`config.mk`:
```
export PLATFORM = sky130hd
export DESIGN_NAME = lsu_mem_unit
export DESIGN_NICKNAME = d
export VERILOG_FILES = /design/src/rtl/lsu_pkg.sv /design/src/rtl/lsu_agen.sv /design/src/rtl/lsu_lanes.sv /design/src/rtl/lsu_ldfmt.sv /design/src/rtl/lsu_mem_unit.sv
export SDC_FILE = /design/constraint.sdc
export NUM_CORES = 1
export LEC_CHECK = 0
export BUFFER_PORTS_ARGS = -buffer_cell sky130_fd_sc_hd__clkbuf_2
export CORE_UTILIZATION = 30
export DETAILED_ROUTE_END_ITERATION = 16
export SETUP_SLACK_MARGIN = 0.05
export SLEW_MARGIN = 20
export SYNTH_ARGS = -nofsm -noshare
export SYNTH_HDL_FRONTEND = slang
export SYNTH_SLANG_ARGS = --single-unit
```
`constraint.sdc`:
```
create_clock -name clk -period 6.6 [get_ports clk]
set_input_delay 0.66 -clock clk [delete_from_list [all_inputs] [get_ports clk]]
set_output_delay 0.66 -clock clk [all_outputs]
set_load 0.01 [all_outputs]
```
`src/rtl/lsu_pkg.sv`:
```
// Shared types and opcode decode for the load/store unit.
// Assumes the memory opcode group is 10xxx with bit2 = register form,
// bit1 = byte size, bit0 = store.
package lsu_pkg;

    typedef enum logic [0:0] {
        ST_IDLE = 1'b0,
        ST_BUSY = 1'b1
    } lsu_state_t;

    typedef struct packed {
        logic is_mem;
        logic reg_form;
        logic byte_sz;
        logic store;
    } mem_op_t;

    localparam logic [1:0] MEM_GROUP = 2'b10;

    function automatic mem_op_t decode_op(input logic [4:0] op);
        mem_op_t d;
        d.is_mem   = (op[4:3] == MEM_GROUP);
        d.reg_form = op[2];
        d.byte_sz  = op[1];
        d.store    = op[0];
        return d;
    endfunction

endpackage

```
`src/rtl/lsu_agen.sv`:
```
// Address generator: base plus sign-extended immediate, or base plus index.
// Assumes IMM_W < ADDR_W; the sum wraps modulo 2^ADDR_W.
module lsu_agen #(
    parameter int ADDR_W = 16,
    parameter int IMM_W  = 5
) (
    input  logic              reg_form,
    input  logic [ADDR_W-1:0] base,
    input  logic [ADDR_W-1:0] idx,
    input  logic [IMM_W-1:0]  imm,
    output logic [ADDR_W-1:0] addr
);
    localparam int EXT_W = ADDR_W - IMM_W;

    logic [ADDR_W-1:0] imm_ext;

    // Pick the offset operand and add it to the base.
    always_comb begin
        imm_ext = {{EXT_W{imm[IMM_W-1]}}, imm};
        addr    = base + (reg_form ? idx : imm_ext);
    end
endmodule

```
`src/rtl/lsu_lanes.sv`:
```
// Byte-lane steering for stores: byte enables and lane-replicated data.
// Assumes DATA_W is a whole number of bytes; lane 0 is the lowest address.
module lsu_lanes #(
    parameter int DATA_W = 16,
    parameter int LANES  = DATA_W / 8,
    parameter int OFS_W  = (LANES > 1) ? $clog2(LANES) : 1
) (
    input  logic              byte_sz,
    input  logic [OFS_W-1:0]  lane,
    input  logic [DATA_W-1:0] sdata,
    output logic [LANES-1:0]  be,
    output logic [DATA_W-1:0] wdata
);
    for (genvar g = 0; g < LANES; g++) begin : g_lane
        // Enable every lane for a word, only the addressed lane for a byte.
        always_comb begin
            be[g]            = !byte_sz || (lane == OFS_W'(g));
            wdata[g*8 +: 8]  = byte_sz ? sdata[7:0] : sdata[g*8 +: 8];
        end
    end
endmodule

```
`src/rtl/lsu_ldfmt.sv`:
```
// Load formatter: passes a word through or zero-extends the addressed byte.
// Assumes little-endian lane order.
module lsu_ldfmt #(
    parameter int DATA_W = 16,
    parameter int LANES  = DATA_W / 8,
    parameter int OFS_W  = (LANES > 1) ? $clog2(LANES) : 1
) (
    input  logic              byte_sz,
    input  logic [OFS_W-1:0]  lane,
    input  logic [DATA_W-1:0] rdata,
    output logic [DATA_W-1:0] result
);
    logic [7:0] sel_byte;

    // Select the byte lane and widen it, or keep the full word.
    always_comb begin
        sel_byte = rdata[lane*8 +: 8];
        result   = byte_sz ? {{(DATA_W-8){1'b0}}, sel_byte} : rdata;
    end
endmodule

```
`src/rtl/lsu_mem_unit.sv`:
```
// Load/store unit top: accepts one access when idle, refuses odd word
// accesses, holds a request until ready, then pulses done with the
// formatted load result. Assumes the caller keeps start low while busy
// or accepts that such starts are dropped.
module lsu_mem_unit #(
    parameter int ADDR_W = 16,
    parameter int DATA_W = 16,
    parameter int IMM_W  = 5,
    parameter int REG_W  = 3
) (
    input  logic              clk,
    input  logic              rst_n,
    input  logic              start,
    input  logic [4:0]        op_code,
    input  logic [REG_W-1:0]  dst_reg,
    input  logic [IMM_W-1:0]  imm_field,
    input  logic [ADDR_W-1:0] base_val,
    input  logic [ADDR_W-1:0] idx_val,
    input  logic [DATA_W-1:0] store_val,
    output logic              mem_req,
    output logic              mem_we,
    output logic [ADDR_W-1:0] mem_addr,
    output logic [DATA_W/8-1:0] mem_be,
    output logic [DATA_W-1:0] mem_wdata,
    input  logic [DATA_W-1:0] mem_rdata,
    input  logic              mem_ready,
    output logic              done,
    output logic              misaligned,
    output logic              load_wr,
    output logic [REG_W-1:0]  load_reg,
    output logic [DATA_W-1:0] load_data
);
    import lsu_pkg::*;

    localparam int LANES = DATA_W / 8;
    localparam int OFS_W = (LANES > 1) ? $clog2(LANES) : 1;

    lsu_state_t        state_q;
    mem_op_t           dec;
    logic [ADDR_W-1:0] addr_c;
    logic [LANES-1:0]  be_c;
    logic [DATA_W-1:0] wdata_c;
    logic [OFS_W-1:0]  lane_c;
    logic              odd_word_c;
    logic              accept_c;

    logic [ADDR_W-1:0] addr_q;
    logic [LANES-1:0]  be_q;
    logic [DATA_W-1:0] wdata_q;
    logic              we_q;
    logic              byte_q;
    logic [OFS_W-1:0]  lane_q;
    logic [REG_W-1:0]  reg_q;
    logic [DATA_W-1:0] fmt_c;

    // Decode the opcode and the low address bits of the incoming access.
    always_comb begin
        dec        = decode_op(op_code);
        lane_c     = addr_c[OFS_W-1:0];
        odd_word_c = !dec.byte_sz && (lane_c != '0);
        accept_c   = start && dec.is_mem && (state_q == ST_IDLE);
    end

    lsu_agen #(.ADDR_W(ADDR_W), .IMM_W(IMM_W)) u_agen (
        .reg_form (dec.reg_form),
        .base     (base_val),
        .idx      (idx_val),
        .imm      (imm_field),
        .addr     (addr_c)
    );

    lsu_lanes #(.DATA_W(DATA_W), .LANES(LANES), .OFS_W(OFS_W)) u_lanes (
        .byte_sz (dec.byte_sz),
        .lane    (lane_c),
        .sdata   (store_val),
        .be      (be_c),
        .wdata   (wdata_c)
    );

    lsu_ldfmt #(.DATA_W(DATA_W), .LANES(LANES), .OFS_W(OFS_W)) u_ldfmt (
        .byte_sz (byte_q),
        .lane    (lane_q),
        .rdata   (mem_rdata),
        .result  (fmt_c)
    );

    // Sequence one access: launch, hold until ready, then report completion.
    always_ff @(posedge clk) begin
        if (!rst_n) begin
            state_q    <= ST_IDLE;
            addr_q     <= '0;
            be_q       <= '0;
            wdata_q    <= '0;
            we_q       <= 1'b0;
            byte_q     <= 1'b0;
            lane_q     <= '0;
            reg_q      <= '0;
            done       <= 1'b0;
            misaligned <= 1'b0;
            load_wr    <= 1'b0;
            load_reg   <= '0;
            load_data  <= '0;
        end else begin
            done       <= 1'b0;
            misaligned <= 1'b0;
            load_wr    <= 1'b0;
            if (accept_c) begin
                if (odd_word_c) begin
                    done       <= 1'b1;
                    misaligned <= 1'b1;
                end else begin
                    state_q <= ST_BUSY;
                    addr_q  <= addr_c;
                    be_q    <= be_c;
                    wdata_q <= wdata_c;
                    we_q    <= dec.store;
                    byte_q  <= dec.byte_sz;
                    lane_q  <= lane_c;
                    reg_q   <= dst_reg;
                end
            end else if (state_q == ST_BUSY && mem_ready) begin
                state_q   <= ST_IDLE;
                done      <= 1'b1;
                load_wr   <= !we_q;
                load_reg  <= reg_q;
                load_data <= we_q ? load_data : fmt_c;
            end
        end
    end

    // Present the held request on the bus while busy.
    always_comb begin
        mem_req   = (state_q == ST_BUSY);
        mem_we    = we_q && mem_req;
        mem_addr  = addr_q;
        mem_be    = mem_req ? be_q : '0;
        mem_wdata = wdata_q;
    end

    // request fields hold until the memory answers.
    p_hold_until_ready_r8: assert property (@(posedge clk) disable iff (!rst_n)
        mem_req && !mem_ready |=> mem_req && $stable(mem_addr) && $stable(mem_wdata)
                                  && $stable(mem_be) && $stable(mem_we));

    // a normal completion follows a handshake one cycle earlier.
    p_done_after_ready_r8: assert property (@(posedge clk) disable iff (!rst_n)
        done && !misaligned |-> $past(mem_req && mem_ready));

    // a full-width request is never issued at an odd address.
    p_word_aligned_r7: assert property (@(posedge clk) disable iff (!rst_n)
        mem_req && (&mem_be) |-> mem_addr[OFS_W-1:0] == '0);

    // a byte request enables exactly the addressed lane.
    p_byte_lane_r5: assert property (@(posedge clk) disable iff (!rst_n)
        mem_req && !(&mem_be) |-> $onehot(mem_be) && mem_be[mem_addr[OFS_W-1:0]]);

    // write-back only with a clean completion.
    p_wb_with_done_r9: assert property (@(posedge clk) disable iff (!rst_n)
        load_wr |-> done && !misaligned);

endmodule

```
==> Word-level counts from Yosys, hierarchy flattened <==
Index checks and enable logic that the tools add are counted.
{ "totals": {"register_bits": 63, "out_inout_bits": 58, "in_bits": 81} }
{ "op_classes": {"bitwise": 7, "n_mux": 10, "eq_ne": 2, "n_addsub": 1, "shift": 1, "reduce_logical": 16} }
{ "ops": {"columns": ["operator", "count"], "rows": [
  ["$mux 16", 2],
  ["$add 16x16->16", 1],
  ["$shiftx 16x5->8", 1],
  ["$mux 8", 1],
  ["$reduce_and 2->1", 4],
  ["$not 1->1", 7],
  ["$mux 1", 6],
  ["$logic_and 1x1->1", 5],
  ["$reduce_and 3->1", 1],
  ["$reduce_or 3->1", 1],
  ["$eq 2x2->1 const B", 1],
  ["$logic_not 1->1", 2],
  ["$logic_or 1x1->1", 2],
  ["$mux 2", 1],
  ["$ne 2x2->1 const B", 1],
  ["$reduce_bool 2->1", 1]
]} }

==> Longest topological paths before layout <==
{ "depth": {"depth_word": 5, "mapped_depth": 10, "ltp_nobuf": 9} }

==> Cells and area by module <==
From an unflattened synthesis, not the netlist that was laid out.
{ "unflattened": {"hier_cells": 456, "area_unflattened_um2": 3796.1} }
{ "modules_own_cells": {"columns": ["module", "area_each_um2", "seq_area_each_um2", "cells_each", "instances"], "rows": [
  ["lsu_mem_unit", 2408.6, 1241.2, 272, 1],
  ["lsu_agen", 1014.7, 0.0, 148, 1],
  ["lsu_lanes", 201.4, 0.0, 19, 1],
  ["lsu_ldfmt", 171.4, 0.0, 17, 1]
]} }

==> Worst setup path before layout <==
No wires, ideal clock.
{ "synth_path": {"kind": "input to register", "startpoint": "in op_code[2]", "endpoint": "reg addr_q[12], in the netlist mem_addr[12]", "slack_ns": 4.009, "t_required_ns": 6.516, "stages": 10, "arrival_ns": 2.507, "cell_sequence": "buf_2 nand2b_1 clkbuf_1 nand2_1 ha_1 nand2_1 nor3_1 o21ai_0 and4_1 o31ai_2"} }
{ "synth_between": {"elab_chain_len": 5} }
{ "synth_rtl": {"columns": ["element", "line_no", "rtl"], "rows": [
  ["from (decl)", "lsu_mem_unit.sv:14", "input logic [4:0] op_code,"],
  ["$mux 16 *", "lsu_agen.sv:20", "addr = base + (reg_form ? idx : imm_ext);"],
  ["$add 16x16->16 *", "lsu_agen.sv:20", null],
  ["$logic_and 1x1->1", "lsu_mem_unit.sv:60", "odd_word_c = !dec.byte_sz && (lane_c != '0);"],
  ["$not 1->1 (no source line)", null, null],
  ["$reduce_and 2->1 (no source line)", null, null],
  ["to (signal assigned)", "lsu_mem_unit.sv:113", "addr_q <= addr_c;"],
  ["to (decl)", "lsu_mem_unit.sv:47", "logic [ADDR_W-1:0] addr_q;"]
]} }
Every way passes the cells marked *; elsewhere a longest branch is shown, timed or not.
A chain may end at the register's enable or synchronous reset.

==> Final worst setup path <==
{ "layout_path": {"startpoint": "in op_code[2]", "endpoint": "reg addr_q[13], in the netlist mem_addr[13]"} }
{ "layout_between": {"elab_chain_len": 5} }
{ "layout_rtl": {"columns": ["element", "line_no", "rtl"], "rows": [
  ["$mux 16", "lsu_agen.sv:20", null],
  ["$add 16x16->16", "lsu_agen.sv:20", null],
  ["via addr_c[0]", "lsu_mem_unit.sv:40", "logic [ADDR_W-1:0] addr_c;"],
  ["$logic_and 1x1->1", "lsu_mem_unit.sv:60", null],
  ["$not 1->1 (no source line)", null, null],
  ["$reduce_and 2->1 (no source line)", null, null]
]} }
The timed path passes the listed nets, and every way through them passes these cells.

==> reports/summary.log <==
INFO  synth          ys_seq_elements=62
INFO  synth          number_of_enable_type_register_cells_in_the_synthesized_netlist=0
INFO  placed_design  detailed_place.area=4240um^2
INFO  drt            dr.max_layer_used=met4
INFO  floorplan      die_h=110um
INFO  drt            route.vias.total=3403
INFO  sta            timing.slew.headroom=47.9%
INFO  drt            aggregate_routed_wire_length=9400um
INFO  clock_network  post-cts-setup-buffer-count=0
INFO  drt            met3_wirelength=610um
INFO  synth          synth-warning-count=0
INFO  synth          synth-seq-area-share=35.6%
INFO  sta            post_route_setup_tns=0ns
INFO  placed_design  buffer_ports.inserted=138
INFO  clock_network  post_cts.resized_instances=0
INFO  synth          synth_area_leader_cell=sky130_fd_sc_hd__dfxtp_1
INFO  synth          mappedNetlistNets=519
INFO  clock_network  number_of_buffers_inserted_during_clock_tree_synthesis=9
INFO  drt            avgViaCountPerCell=4.89
INFO  floorplan      die-area=12100um^2
INFO  final_layout   fin_nets=645
INFO  sta            timing_worst_slew_pin_value=0.781ns
INFO  pwr            p_total=1040uW
INFO  grt            grt_start_max_net_pins=72
INFO  critical_path  rr_startpoint=mem_req
INFO  sta            timing.final.ws_setup=3.47ns
INFO  sta            rsz0062_at_grt=no
INFO  clock_network  cts_buffer_depth=2
INFO  drt            drt_pass1_iterations=5
INFO  clock_network  post_cts_hold_buffer_count=0
INFO  pwr            power.ir.vdd_worst=113uV
INFO  drt            ant_nets=0
INFO  min_path       hold_path_class=register to register
INFO  critical_path  register_to_register_path_depth=6
INFO  sta            final_min_period_over_clock_period=47.4%
INFO  synth          post_synth_main_area_contributors=sky130_fd_sc_hd__dfxtp_1 36%, sky130_fd_sc_hd__nand2_1 11%, sky130_fd_sc_hd__a21boi_0 6.5%, sky130_fd_sc_hd__o211a_1 5.5%, sky130_fd_sc_hd__ha_1 5.4%
INFO  floorplan      site_rows=39
INFO  critical_path  timing.critical_path.fanout_max=26
INFO  synth          synthesis.instances=422
INFO  floorplan      coreArea=11400um^2
INFO  placed_design  dpl.cell_count=680
INFO  drt            met1_length=4310um
INFO  placed_design  detailedPlacementHpwl=7270um
INFO  placed_design  dp_worst_setup_slack=3.14ns
INFO  job            maxCapViolations=0
INFO  final_layout   areaGrowthSynthToFinish=30.2%
INFO  critical_path  worst_ep_required_time=6.87ns
INFO  clock_network  cts-htree-levels=3
INFO  pwr            power.density_cell_area=230nW/um^2
INFO  critical_path  crit_type=primary input to register
INFO  final_layout   n_antenna_cell=0
INFO  outcome        status=complete, no violations
INFO  sta            finalHoldViolations=0
INFO  critical_path  cp-end-kind=register
INFO  clock_network  clock_sinks=62
INFO  synth          synth.top_cells.by_count=98 x sky130_fd_sc_hd__nand2_1, 62 x sky130_fd_sc_hd__dfxtp_1, 35 x sky130_fd_sc_hd__nand3_1
INFO  grt            wire_length_of_the_first_global_routing_pass=14900um
INFO  synth          synthMostInstantiatedCell=sky130_fd_sc_hd__nand2_1
INFO  critical_path  crit_arrival=3.40ns
INFO  drt            detailedRoute.firstIterationViolations=191
INFO  sta            timing.final.max_slew_violations=0
INFO  floorplan      die_width=110um
INFO  min_path       hold-path-cell-count=2
INFO  synth          netlist-cell-type-count=53
INFO  clock_network  worst_setup_hold_path_clk_slew=0.05ns
INFO  floorplan      ios=139
INFO  drt            wl_met2=4350um
INFO  synth          syn_area=3490um^2
INFO  floorplan      initial_utilization=30.7%
INFO  clock_network  tritoncts_clock_tree=yes
INFO  final_layout   layout.cell_area.non_filler=4540um^2
INFO  min_path       timing.hold.worst_endpoint=mem_addr[6]
INFO  drt            wl_per_cell=13.5um
INFO  critical_path  r2r-end=mem_addr[13]
INFO  clock_network  clk_latency=0.33ns
INFO  synth          syn-mean-instance-area=8.26um^2
INFO  clock_network  ctsRootBufferMaster=sky130_fd_sc_hd__clkbuf_16
INFO  min_path       beginning_of_the_worst_hold_path=mem_addr[6]
INFO  sta            report.final.setup_viol=0
INFO  placed_design  gp_congestion=0.783
INFO  synth          synthFlopType=sky130_fd_sc_hd__dfxtp_1
INFO  synth          async_reset_ff_share=0%
INFO  final_layout   drive_gt1_share=30.7%
INFO  grt            global_route.usage.total=16.1%
INFO  sta            fin_crit=3.13ns
INFO  synth          synth.top_cell.area_share=35.6%
INFO  grt            initial_antenna_violation_count=0
INFO  sta            maxClockFrequency=0.320GHz
INFO  critical_path  worstSetupStartpointType=primary input
INFO  final_layout   final_cell_count_no_fill=696
INFO  grt            globalRoute.totalOverflow=0
INFO  pwr            power_leakage=0.00225uW
INFO  critical_path  regToRegSetupSlack=4.21ns
INFO  grt            number_of_global_route_vias_before_repair=3186
INFO  sta            post_route_clock_skew=0.00413ns
INFO  drt            remaining_drc_errors=0
==> worst max path at each step <==
stage | startpoint | to | slack (ns) | cells after the start
6_report | op_code[2] | mem_addr[13] | 3.47 | 9
3_3_place_gp | op_code[2] | mem_addr[13] | 3.22 | 9
4_1_cts | op_code[2] | mem_addr[13] | 3.47 | 9
2_1_floorplan | op_code[2] | mem_addr[12] | 4.01 | 10
3_5_place_dp | op_code[2] | mem_addr[13] | 3.14 | 9
5_1_grt | op_code[2] | mem_addr[13] | 3.26 | 9
==> logic make-up after synthesis <==
logic type | Yosys count | synth area share, %
AO/OA/AOI/OAI | 109 | 23.5
AND/OR/NAND/NOR | 187 | 25.6
XOR/XNOR | 3 | 0.754
adder cells (fa/ha/maj) | 16 | 5.96
flip-flops | 62 | 35.6
multiplexers | 13 | 3.84
buffers and inverters | 32 | 4.74
==> power by group <==
part	switching, uW	internal (uW)
logic	102	78.2
clock network	166	300
registers	8.89	387
==> worst max-delay path, stage by stage <==
cell and delay (ns):
sky130_fd_sc_hd__clkbuf_2 0.28, sky130_fd_sc_hd__mux2_2 0.38, sky130_fd_sc_hd__ha_1 0.33, sky130_fd_sc_hd__nor2b_1 0.16, sky130_fd_sc_hd__and2b_1 0.72, sky130_fd_sc_hd__buf_4 0.37
sky130_fd_sc_hd__nand3_1 0.10, sky130_fd_sc_hd__a211o_1 0.30, sky130_fd_sc_hd__nand4_1 0.08
==> cell usage in the layout, fill, tap and decap left out, drive strengths merged, types with 2 or more instances in the layout <==
cell	netlist	routed
a211oi	2	2
a21boi	30	30
a21o	5	5
a21oi	17	17
and2	6	6
and3	3	3
buf	17	4
clkbuf	10	148
clkinv	0	4
dfxtp	62	62
ha	15	15
inv	5	5
mux2	3	3
mux2i	10	10
nand2	99	99
nand2b	3	3
nand3	35	35
nand3b	11	11
nand4	2	2
nor2	6	6
nor2b	4	4
nor3	8	8
nor3b	2	2
o211a	19	19
o211ai	4	4
o21a	4	4
o21ai	14	14
o311ai	2	2
o31a	2	2
o31ai	4	4
or3	2	2
xnor2	2	2
==> cell type report <==
| cell class | count | area, um^2 |
|---|---|---|
| clock buffer | 10 | 239 |
| multi-input combinational | 328 | 2080 |
| sequential | 62 | 1240 |
| inverter | 5 | 18.8 |
| tap | 143 | 179 |
| timing repair buffer | 142 | 721 |
| fill | 1187 | 6830 |
| clock inverter | 6 | 61.3 |
==> layer usage <==
| layer | track usage, % | up-vias |
|---|---|---|
| met5 | 0 | - |
| met1 | 19.6 | 1521 |
| met2 | 26.8 | 107 |
| li1 | - | 1765 |
| met3 | 3.50 | 10 |
| met4 | 7.24 | 0 |
==> through the flow <==
stage	hold slack [ns]	utilization, %
floorplan	0.439	-
global placement	0.453	37.3
detailed placement	0.457	37.3
CTS	0.463	39.9
global route	0.492	39.9
finish	0.459	39.9
No activity file was read; power rests on OpenSTA's default activity.
